**src/rtl/hbus_regif_pkg.sv**
```systemverilog
package hbus_regif_pkg;
  localparam int NCH    = 2;   // channel count fixed by the single select line
  localparam int DATA_W = 8;
  localparam int PTR_W  = 4;
  localparam int N_WREG = 14;
  localparam int N_RREG = 7;
endpackage

```
**src/rtl/hbus_qual.sv**
```systemverilog
module hbus_qual #(
  parameter int DW = 8
) (
  input  logic          clk,
  input  logic          rst_n,
  input  logic          ce_n,
  input  logic          rd_n,
  input  logic          wr_n,
  input  logic          iack_n,
  input  logic          chan_a,
  input  logic          data_sel,
  input  logic [DW-1:0] din,
  output logic          busy,
  output logic          acc_start,
  output logic          acc_end,
  output logic          acc_wr,
  output logic          acc_ch,
  output logic          acc_dat,
  output logic [DW-1:0] wdata
);
  logic act_rd, act_wr, act;

  always_comb begin
    act_rd    = iack_n & ~ce_n & ~rd_n & wr_n;
    act_wr    = iack_n & ~ce_n & ~wr_n & rd_n;
    act       = act_rd | act_wr;
    acc_start = act & ~busy;
    acc_end   = busy & ~act;
  end

  always_ff @(posedge clk or negedge rst_n) begin
    if (!rst_n) begin
      busy    <= 1'b0;
      acc_wr  <= 1'b0;
      acc_ch  <= 1'b0;
      acc_dat <= 1'b0;
      wdata   <= '0;
    end else begin
      busy <= act;
      if (acc_start) begin
        acc_wr  <= act_wr;
        acc_ch  <= chan_a;
        acc_dat <= data_sel;
      end
      if (act_wr) wdata <= din;
    end
  end
endmodule

```
**src/rtl/hbus_ptr.sv**
```systemverilog
module hbus_ptr #(
  parameter int PW = 4
) (
  input  logic          clk,
  input  logic          rst_n,
  input  logic          acc_start,
  input  logic          acc_end,
  input  logic          acc_wr,
  input  logic          acc_dat,
  input  logic [PW-1:0] wnib,
  output logic [PW-1:0] idx
);
  logic [PW-1:0] ptr, ptr_d;

  always_comb begin
    ptr_d = ptr;
    if (acc_end && !acc_dat)
      ptr_d = (acc_wr && idx == '0) ? wnib : '0;
  end

  always_ff @(posedge clk or negedge rst_n) begin
    if (!rst_n) begin
      ptr <= '0;
      idx <= '0;
    end else begin
      ptr <= ptr_d;
      if (acc_start) idx <= ptr;
    end
  end

  AST_PTR_SELF_CLEAR: assert property (@(posedge clk) disable iff (!rst_n)
    (acc_end && !acc_dat && idx != '0) |=> (ptr == '0));

  AST_PTR_DATA_KEEP: assert property (@(posedge clk) disable iff (!rst_n)
    (acc_end && acc_dat) |=> (ptr == $past(ptr)));
endmodule

```
**src/rtl/hbus_wregs.sv**
```systemverilog
module hbus_wregs #(
  parameter int NCH = 2,
  parameter int NWR = 14,
  parameter int DW  = 8,
  parameter int PW  = 4,
  parameter logic [DW-1:0] RST_VAL = '0
) (
  input  logic              clk,
  input  logic              rst_n,
  input  logic              acc_end,
  input  logic              acc_wr,
  input  logic              acc_dat,
  input  logic              acc_ch,
  input  logic [PW-1:0]     idx,
  input  logic [DW-1:0]     wdata,
  output logic [NCH*NWR*DW-1:0] wr_regs,
  output logic [NCH-1:0]    tx_load,
  output logic [DW-1:0]     tx_byte
);
  logic cmd_commit, dat_commit;

  always_comb begin
    cmd_commit = acc_end & acc_wr & ~acc_dat;
    dat_commit = acc_end & acc_wr &  acc_dat;
  end

  for (genvar c = 0; c < NCH; c++) begin : g_ch
    for (genvar r = 0; r < NWR; r++) begin : g_reg
      logic we;
      always_comb we = cmd_commit && (acc_ch == 1'(c)) && (idx == PW'(r));
      always_ff @(posedge clk or negedge rst_n) begin
        if (!rst_n)  wr_regs[(c*NWR+r)*DW +: DW] <= RST_VAL;
        else if (we) wr_regs[(c*NWR+r)*DW +: DW] <= wdata;
      end
    end
    always_ff @(posedge clk or negedge rst_n) begin
      if (!rst_n) tx_load[c] <= 1'b0;
      else        tx_load[c] <= dat_commit && (acc_ch == 1'(c));
    end
  end

  always_ff @(posedge clk or negedge rst_n) begin
    if (!rst_n)          tx_byte <= '0;
    else if (dat_commit) tx_byte <= wdata;
  end

  AST_WR_OUT_OF_RANGE: assert property (@(posedge clk) disable iff (!rst_n)
    (cmd_commit && idx >= PW'(NWR)) |=> $stable(wr_regs));

  AST_TX_ONEHOT: assert property (@(posedge clk) disable iff (!rst_n)
    $onehot0(tx_load));
endmodule

```
**src/rtl/hbus_rmux.sv**
```systemverilog
module hbus_rmux #(
  parameter int NCH = 2,
  parameter int NRD = 7,
  parameter int DW  = 8,
  parameter int PW  = 4
) (
  input  logic              busy,
  input  logic              acc_wr,
  input  logic              acc_dat,
  input  logic              acc_ch,
  input  logic [PW-1:0]     idx,
  input  logic [NCH*NRD*DW-1:0] rd_regs,
  input  logic [NCH*DW-1:0] rx_byte,
  output logic [DW-1:0]     dout
);
  logic [DW-1:0] cmd_val, dat_val;

  always_comb begin
    cmd_val = '0;
    dat_val = '0;
    for (int c = 0; c < NCH; c++) begin
      if (acc_ch == 1'(c)) dat_val = rx_byte[c*DW +: DW];
      for (int i = 0; i < NRD; i++)
        if (acc_ch == 1'(c) && idx == PW'(i)) cmd_val = rd_regs[(c*NRD+i)*DW +: DW];
    end
    dout = '0;
    if (busy && !acc_wr) dout = acc_dat ? dat_val : cmd_val;
  end
endmodule

```
**src/rtl/hbus_regif.sv**
```systemverilog
module hbus_regif
  import hbus_regif_pkg::*;
#(
  parameter int DW  = DATA_W,
  parameter int PW  = PTR_W,
  parameter int NWR = N_WREG,
  parameter int NRD = N_RREG,
  localparam int WR_BITS = NCH*NWR*DW,
  localparam int RD_BITS = NCH*NRD*DW
) (
  input  logic               clk,
  input  logic               rst_n,
  input  logic               ce_n,
  input  logic               rd_n,
  input  logic               wr_n,
  input  logic               iack_n,
  input  logic               chan_a,
  input  logic               data_sel,
  input  logic [DW-1:0]      din,
  output logic [DW-1:0]      dout,
  input  logic [RD_BITS-1:0] rd_regs,
  input  logic [NCH*DW-1:0]  rx_byte,
  output logic [NCH-1:0]     rx_pop,
  output logic [NCH-1:0]     tx_load,
  output logic [DW-1:0]      tx_byte,
  output logic [WR_BITS-1:0] wr_regs
);
  logic [1:0]    rst_sync;
  logic          rst_n_s;
  logic          busy, acc_start, acc_end, acc_wr, acc_ch, acc_dat;
  logic [DW-1:0] wdata;
  logic [PW-1:0] idx;

  always_ff @(posedge clk or negedge rst_n) begin
    if (!rst_n) rst_sync <= 2'b00;
    else        rst_sync <= {rst_sync[0], 1'b1};
  end
  assign rst_n_s = rst_sync[1];

  hbus_qual #(.DW(DW)) u_qual (
    .clk(clk), .rst_n(rst_n_s), .ce_n(ce_n), .rd_n(rd_n), .wr_n(wr_n),
    .iack_n(iack_n), .chan_a(chan_a), .data_sel(data_sel), .din(din),
    .busy(busy), .acc_start(acc_start), .acc_end(acc_end), .acc_wr(acc_wr),
    .acc_ch(acc_ch), .acc_dat(acc_dat), .wdata(wdata)
  );

  hbus_ptr #(.PW(PW)) u_ptr (
    .clk(clk), .rst_n(rst_n_s), .acc_start(acc_start), .acc_end(acc_end),
    .acc_wr(acc_wr), .acc_dat(acc_dat), .wnib(wdata[PW-1:0]), .idx(idx)
  );

  hbus_wregs #(.NCH(NCH), .NWR(NWR), .DW(DW), .PW(PW)) u_wregs (
    .clk(clk), .rst_n(rst_n_s), .acc_end(acc_end), .acc_wr(acc_wr),
    .acc_dat(acc_dat), .acc_ch(acc_ch), .idx(idx), .wdata(wdata),
    .wr_regs(wr_regs), .tx_load(tx_load), .tx_byte(tx_byte)
  );

  hbus_rmux #(.NCH(NCH), .NRD(NRD), .DW(DW), .PW(PW)) u_rmux (
    .busy(busy), .acc_wr(acc_wr), .acc_dat(acc_dat), .acc_ch(acc_ch),
    .idx(idx), .rd_regs(rd_regs), .rx_byte(rx_byte), .dout(dout)
  );

  for (genvar c = 0; c < NCH; c++) begin : g_pop
    always_ff @(posedge clk or negedge rst_n_s) begin
      if (!rst_n_s) rx_pop[c] <= 1'b0;
      else          rx_pop[c] <= acc_end && !acc_wr && acc_dat && (acc_ch == 1'(c));
    end
  end

  AST_IACK_HOLD: assert property (@(posedge clk) disable iff (!rst_n_s)
    (!iack_n && !busy) |=> $stable(wr_regs));

  AST_DOUT_IDLE: assert property (@(posedge clk) disable iff (!rst_n_s)
    ($past(rd_n) && rd_n) |-> (dout == '0));

  AST_POP_ONEHOT: assert property (@(posedge clk) disable iff (!rst_n_s)
    $onehot0(rx_pop));
endmodule

```
**config.mk**
```make
export PLATFORM = sky130hd
export DESIGN_NAME = hbus_regif
export DESIGN_NICKNAME = d
export VERILOG_FILES = /design/src/rtl/hbus_regif_pkg.sv /design/src/rtl/hbus_qual.sv /design/src/rtl/hbus_ptr.sv /design/src/rtl/hbus_wregs.sv /design/src/rtl/hbus_rmux.sv /design/src/rtl/hbus_regif.sv
export SDC_FILE = /design/constraint.sdc
export NUM_CORES = 1
export LEC_CHECK = 0
export ABC_AREA = 1
export BUFFER_PORTS_ARGS = -buffer_cell sky130_fd_sc_hd__clkbuf_2
export CAP_MARGIN = 20
export CORE_AREA = 2 2 149 151
export CTS_BUF_LIST = sky130_fd_sc_hd__clkbuf_16
export DETAILED_ROUTE_END_ITERATION = 7
export DIE_AREA = 0 0 151 153
export GPL_TIMING_DRIVEN = 0
export PLACE_DENSITY = 0.8
export SYNTH_ARGS = -nofsm -noshare
export SYNTH_HDL_FRONTEND = slang
export SYNTH_SLANG_ARGS = --single-unit
```
**constraint.sdc**
```tcl
create_clock -name clk -period 15 [get_ports clk]
set_input_delay 2.25 -clock clk [delete_from_list [all_inputs] [get_ports clk]]
set_output_delay 2.25 -clock clk [all_outputs]
set_load 0.01 [all_outputs]
```
==> reports/qor.log <==
qor: clock_network.postCtsResizedCells 0
qor: clock_network.cts_hold_repair_buffers 0
qor: clock_network.cts_htree_levels 1
qor: floorplan.floorplan.die.width 151 um
qor: clock_network.clock_tree_from_tritoncts yes
qor: floorplan.design.die.area 23,100 sq um
qor: yosys.netlist_area 10,500 sq um
qor: finish.final_cell_mix sky130_fd_sc_hd__clkbuf_2, sky130_fd_sc_hd__nand2_1, sky130_fd_sc_hd__dfrtp_1
qor: power.p_int 0.00125 W
qor: detailed_routing.route.antenna.remaining_nets 0
qor: floorplan.initial_core_util 0.491
qor: yosys.syn-num-nets 1,318
qor: clock_network.worst_setup_hold_path_clk_slew 60 ps
qor: global_route.antenna_violations_before_repair 3
qor: detailed_routing.avgViaCountPerCell 5.28
qor: clock_network.clock_insertion_delay_worst_skew 510 ps
qor: setup_path.r2r_cells 8
qor: timing.finalMaxSlewViolations 0
qor: timing.final_report_setup_violation_count 0
qor: global_route.groute.usage.overall 0.308
qor: detailed_routing.firstDrtPassIters 5
qor: yosys.netlist.top_cell.by_area sky130_fd_sc_hd__dfrtp_1
qor: yosys.yosys_register_bits 258
qor: detailed_routing.drc 0
qor: timing.rsz0062_at_grt false
qor: yosys.ys_top_cells_by_area sky130_fd_sc_hd__dfrtp_1, sky130_fd_sc_hd__nand2_1, sky130_fd_sc_hd__a21oi_1, sky130_fd_sc_hd__o21ai_0, sky130_fd_sc_hd__nor2_1
qor: power.p_leak 7.33 nW
qor: power.share_comb_of_total_power 0.231
qor: outcome.result_of_the_run finished clean
qor: floorplan.io-pin-count 388
qor: placed_design.numPortBuffers 387
qor: finish.area_growth 30.0%
qor: floorplan.floorplan_core_area 21,500 sq um
qor: setup_path.critical_path_peak_fanout 1
qor: min_path.worstHoldPathType flop to flop
qor: power.power.clock.fraction 0.325
qor: placed_design.dp_hpwl 27.2 mm
qor: setup_path.setup.reg_to_reg.worst_slack 12,320 ps
qor: power.peakVddDrop 0.0000936 V
qor: yosys.synth_largest_type_area_fraction 0.612
qor: yosys.ys_seq_area_frac 0.612
qor: placed_design.gpl.final_weighted_congestion 0.870
qor: detailed_routing.wl_per_cell 19.3 um
qor: timing.report.final.hold_viol_count 0
qor: global_route.globalRouteOverflowTotal 0
qor: detailed_routing.routed-via-count 9,997
qor: detailed_routing.initial_drc_count 690
qor: timing.timing.setup.tns 0 ps
qor: setup_path.timing.critical_path.required 12,750 ps
qor: timing.relSlewSlack 0.472
qor: setup_path.worstSetupPathType input pin to output pin
qor: finish.final_common_cell sky130_fd_sc_hd__clkbuf_2
qor: global_route.grt_pass1_vias 9,909
qor: floorplan.die_height 153 um
qor: clock_network.cts.path.max_buffers 3
qor: clock_network.cts_sinks 258
qor: setup_path.startpoint_type input pin
qor: setup_path.cp-end-kind output pin
qor: setup_path.arrival 3500 ps
qor: timing.clock_skew 15.8 ps
qor: yosys.postSynthAreaPerCell 8.98 sq um
qor: power.p_switching 0.000607 W
qor: min_path.holdPathStages 0
qor: timing.timing_worst_slew_pin_value 792 ps
qor: timing.finalCritPeriodShare 0.383
qor: power.power_density 136 nW/um^2
qor: clock_network.cts-root-buf sky130_fd_sc_hd__clkbuf_16
qor: finish.finish.net_count 1,736
qor: power.power.sequential.fraction 0.444
qor: power.finalPower 0.00186 W
qor: flow_run.cap_violations 0
qor: yosys.gate_count_after_technology_mapping 1,174
qor: yosys.ys_warn_count 0
qor: detailed_routing.postRouteWirelength 36.5 mm
qor: global_route.global_route_wire_length_before_repair 54.1 mm
qor: timing.timing.final.crit_period 5750 ps
qor: timing.fmaxAchievable 174 MHz
qor: power.power.switching_fraction 0.326
qor: clock_network.cts_made_buffers 26
qor: floorplan.num_rows 54
qor: clock_network.cts_setup_buffers 0
qor: placed_design.place_inst 1,844
qor: finish.layout_filler_cell_count 1,801
qor: global_route.maximum_number_of_pins_on_one_net_before_global_route_repair 74
qor: finish.post_route_cells_drive_above_1_share 0.299
qor: yosys.yosys.cell_types.count 22
qor: finish.non_filler_cells_in_the_finished_layout 1,892
==> cell type report <==
cell class | instances | area (sq um) | area share
Multi-Input combinational cell | 798 | 3620 | 0.264
Clock inverter | 20 | 116 | 0.00849
Timing Repair Buffer | 390 | 2020 | 0.147
Antenna cell | 1 | 2.50 | 0.000182
Tap cell | 280 | 350 | 0.0255
Sequential cell | 258 | 6460 | 0.471
Clock buffer | 27 | 676 | 0.0493
Inverter | 54 | 203 | 0.0148
Buffer | 64 | 262 | 0.0191
==> worst max-delay path: stages <==
cell                       delay (ps)
sky130_fd_sc_hd__clkbuf_2          80
sky130_fd_sc_hd__or2_2            280
sky130_fd_sc_hd__nand2_1           80
sky130_fd_sc_hd__nand3_1           80
sky130_fd_sc_hd__nor2_1            90
sky130_fd_sc_hd__nand3_1          140
sky130_fd_sc_hd__nand2_1          100
sky130_fd_sc_hd__nand2_1           60
sky130_fd_sc_hd__nand2_1           60
sky130_fd_sc_hd__nand4_1           70
sky130_fd_sc_hd__nand2_1           70
sky130_fd_sc_hd__inv_1             40
sky130_fd_sc_hd__clkbuf_2         120
==> power groups by stage <==
stage          clock network (W)  logic, W  registers, W
2_1_floorplan                  0  0.000188      0.000868
3_3_place_gp                   0  0.000403      0.000843
3_5_place_dp                   0  0.000425      0.000836
4_1_cts                 0.000612  0.000427      0.000825
5_1_grt                 0.000641  0.000471      0.000835
6_report                0.000605  0.000430      0.000826
==> logic make-up after synthesis <==
logic type                count (synthesis)  synth area share
AOI/OAI and AO/OA                       286             0.136
xor gates and xnor gates                  1          0.000831
buffers and inverters                   118            0.0440
and+or+nand+nor                         510             0.207
other                                     1          0.000356
DFF                                     258             0.612
==> final timing paths <==
path / to / start
max: dout[2] / rd_regs[18]
min: rst_sync[1] / rst_sync[0]
max reg2reg: u_wregs.wr_regs[158] / u_qual.acc_ch
min reg2reg: rst_sync[1] / rst_sync[0]
max in group asynchronous: u_wregs.wr_regs[212] / rst_sync[1]
min in group asynchronous: u_wregs.wr_regs[70] / rst_sync[1]
==> through the flow <==
step / setup slack [ps] / util / area [sq um] / hold slack (ps)
after global placement: 4740 / 0.597 / 12800 / 335
final: 9250 / 0.638 / 13700 / 363
after global routing: 9180 / 0.638 / 13700 / 376
after CTS: 9280 / 0.638 / 13700 / 364
after detailed placement: 9290 / 0.601 / 12900 / 350
after floorplan: 7280 / - / 10500 / 331
==> Yosys cell counts <==
| cell type | n |
|---|---|
| sky130_fd_sc_hd__nand3_1 | 30 |
| sky130_fd_sc_hd__clkinv_1 | 2 |
| sky130_fd_sc_hd__dfrtp_1 | 258 |
| sky130_fd_sc_hd__nand2_1 | 280 |
| sky130_fd_sc_hd__nor3_1 | 1 |
| sky130_fd_sc_hd__buf_2 | 17 |
| sky130_fd_sc_hd__nor2_1 | 147 |
| sky130_fd_sc_hd__nand4_1 | 17 |
| sky130_fd_sc_hd__nand2_4 | 2 |
| sky130_fd_sc_hd__o21ai_0 | 142 |
| sky130_fd_sc_hd__nor4_4 | 1 |
| sky130_fd_sc_hd__clkbuf_1 | 46 |
| sky130_fd_sc_hd__a21oi_1 | 142 |
| sky130_fd_sc_hd__nor2_2 | 3 |
| sky130_fd_sc_hd__conb_1 | 1 |
| sky130_fd_sc_hd__or2_2 | 15 |
| sky130_fd_sc_hd__nor2_4 | 14 |
| sky130_fd_sc_hd__xor2_1 | 1 |
| sky130_fd_sc_hd__inv_1 | 51 |
| sky130_fd_sc_hd__buf_1 | 1 |
| sky130_fd_sc_hd__o22ai_1 | 2 |
| sky130_fd_sc_hd__inv_2 | 1 |
==> sequential cells by signal (all words and copies together) (netlist names), 2 cells and up <==
signal and flops:
u_wregs.tx_load 2, u_wregs.tx_byte 8, u_qual.wdata 8, u_ptr.ptr 4, rst_sync 2, rx_pop 2
u_wregs.wr_regs 224, u_ptr.idx 4
==> routing by layer <==
metal  wire [um]  track usage  vias to the layer above
li1            -            -                     4658
met1       13700        0.368                     4741
met2       17700        0.515                      493
met3        3390       0.0899                      101
met4        1670        0.140                        4
met5          43            0                        -
Power figures use the tool's default switching activity.
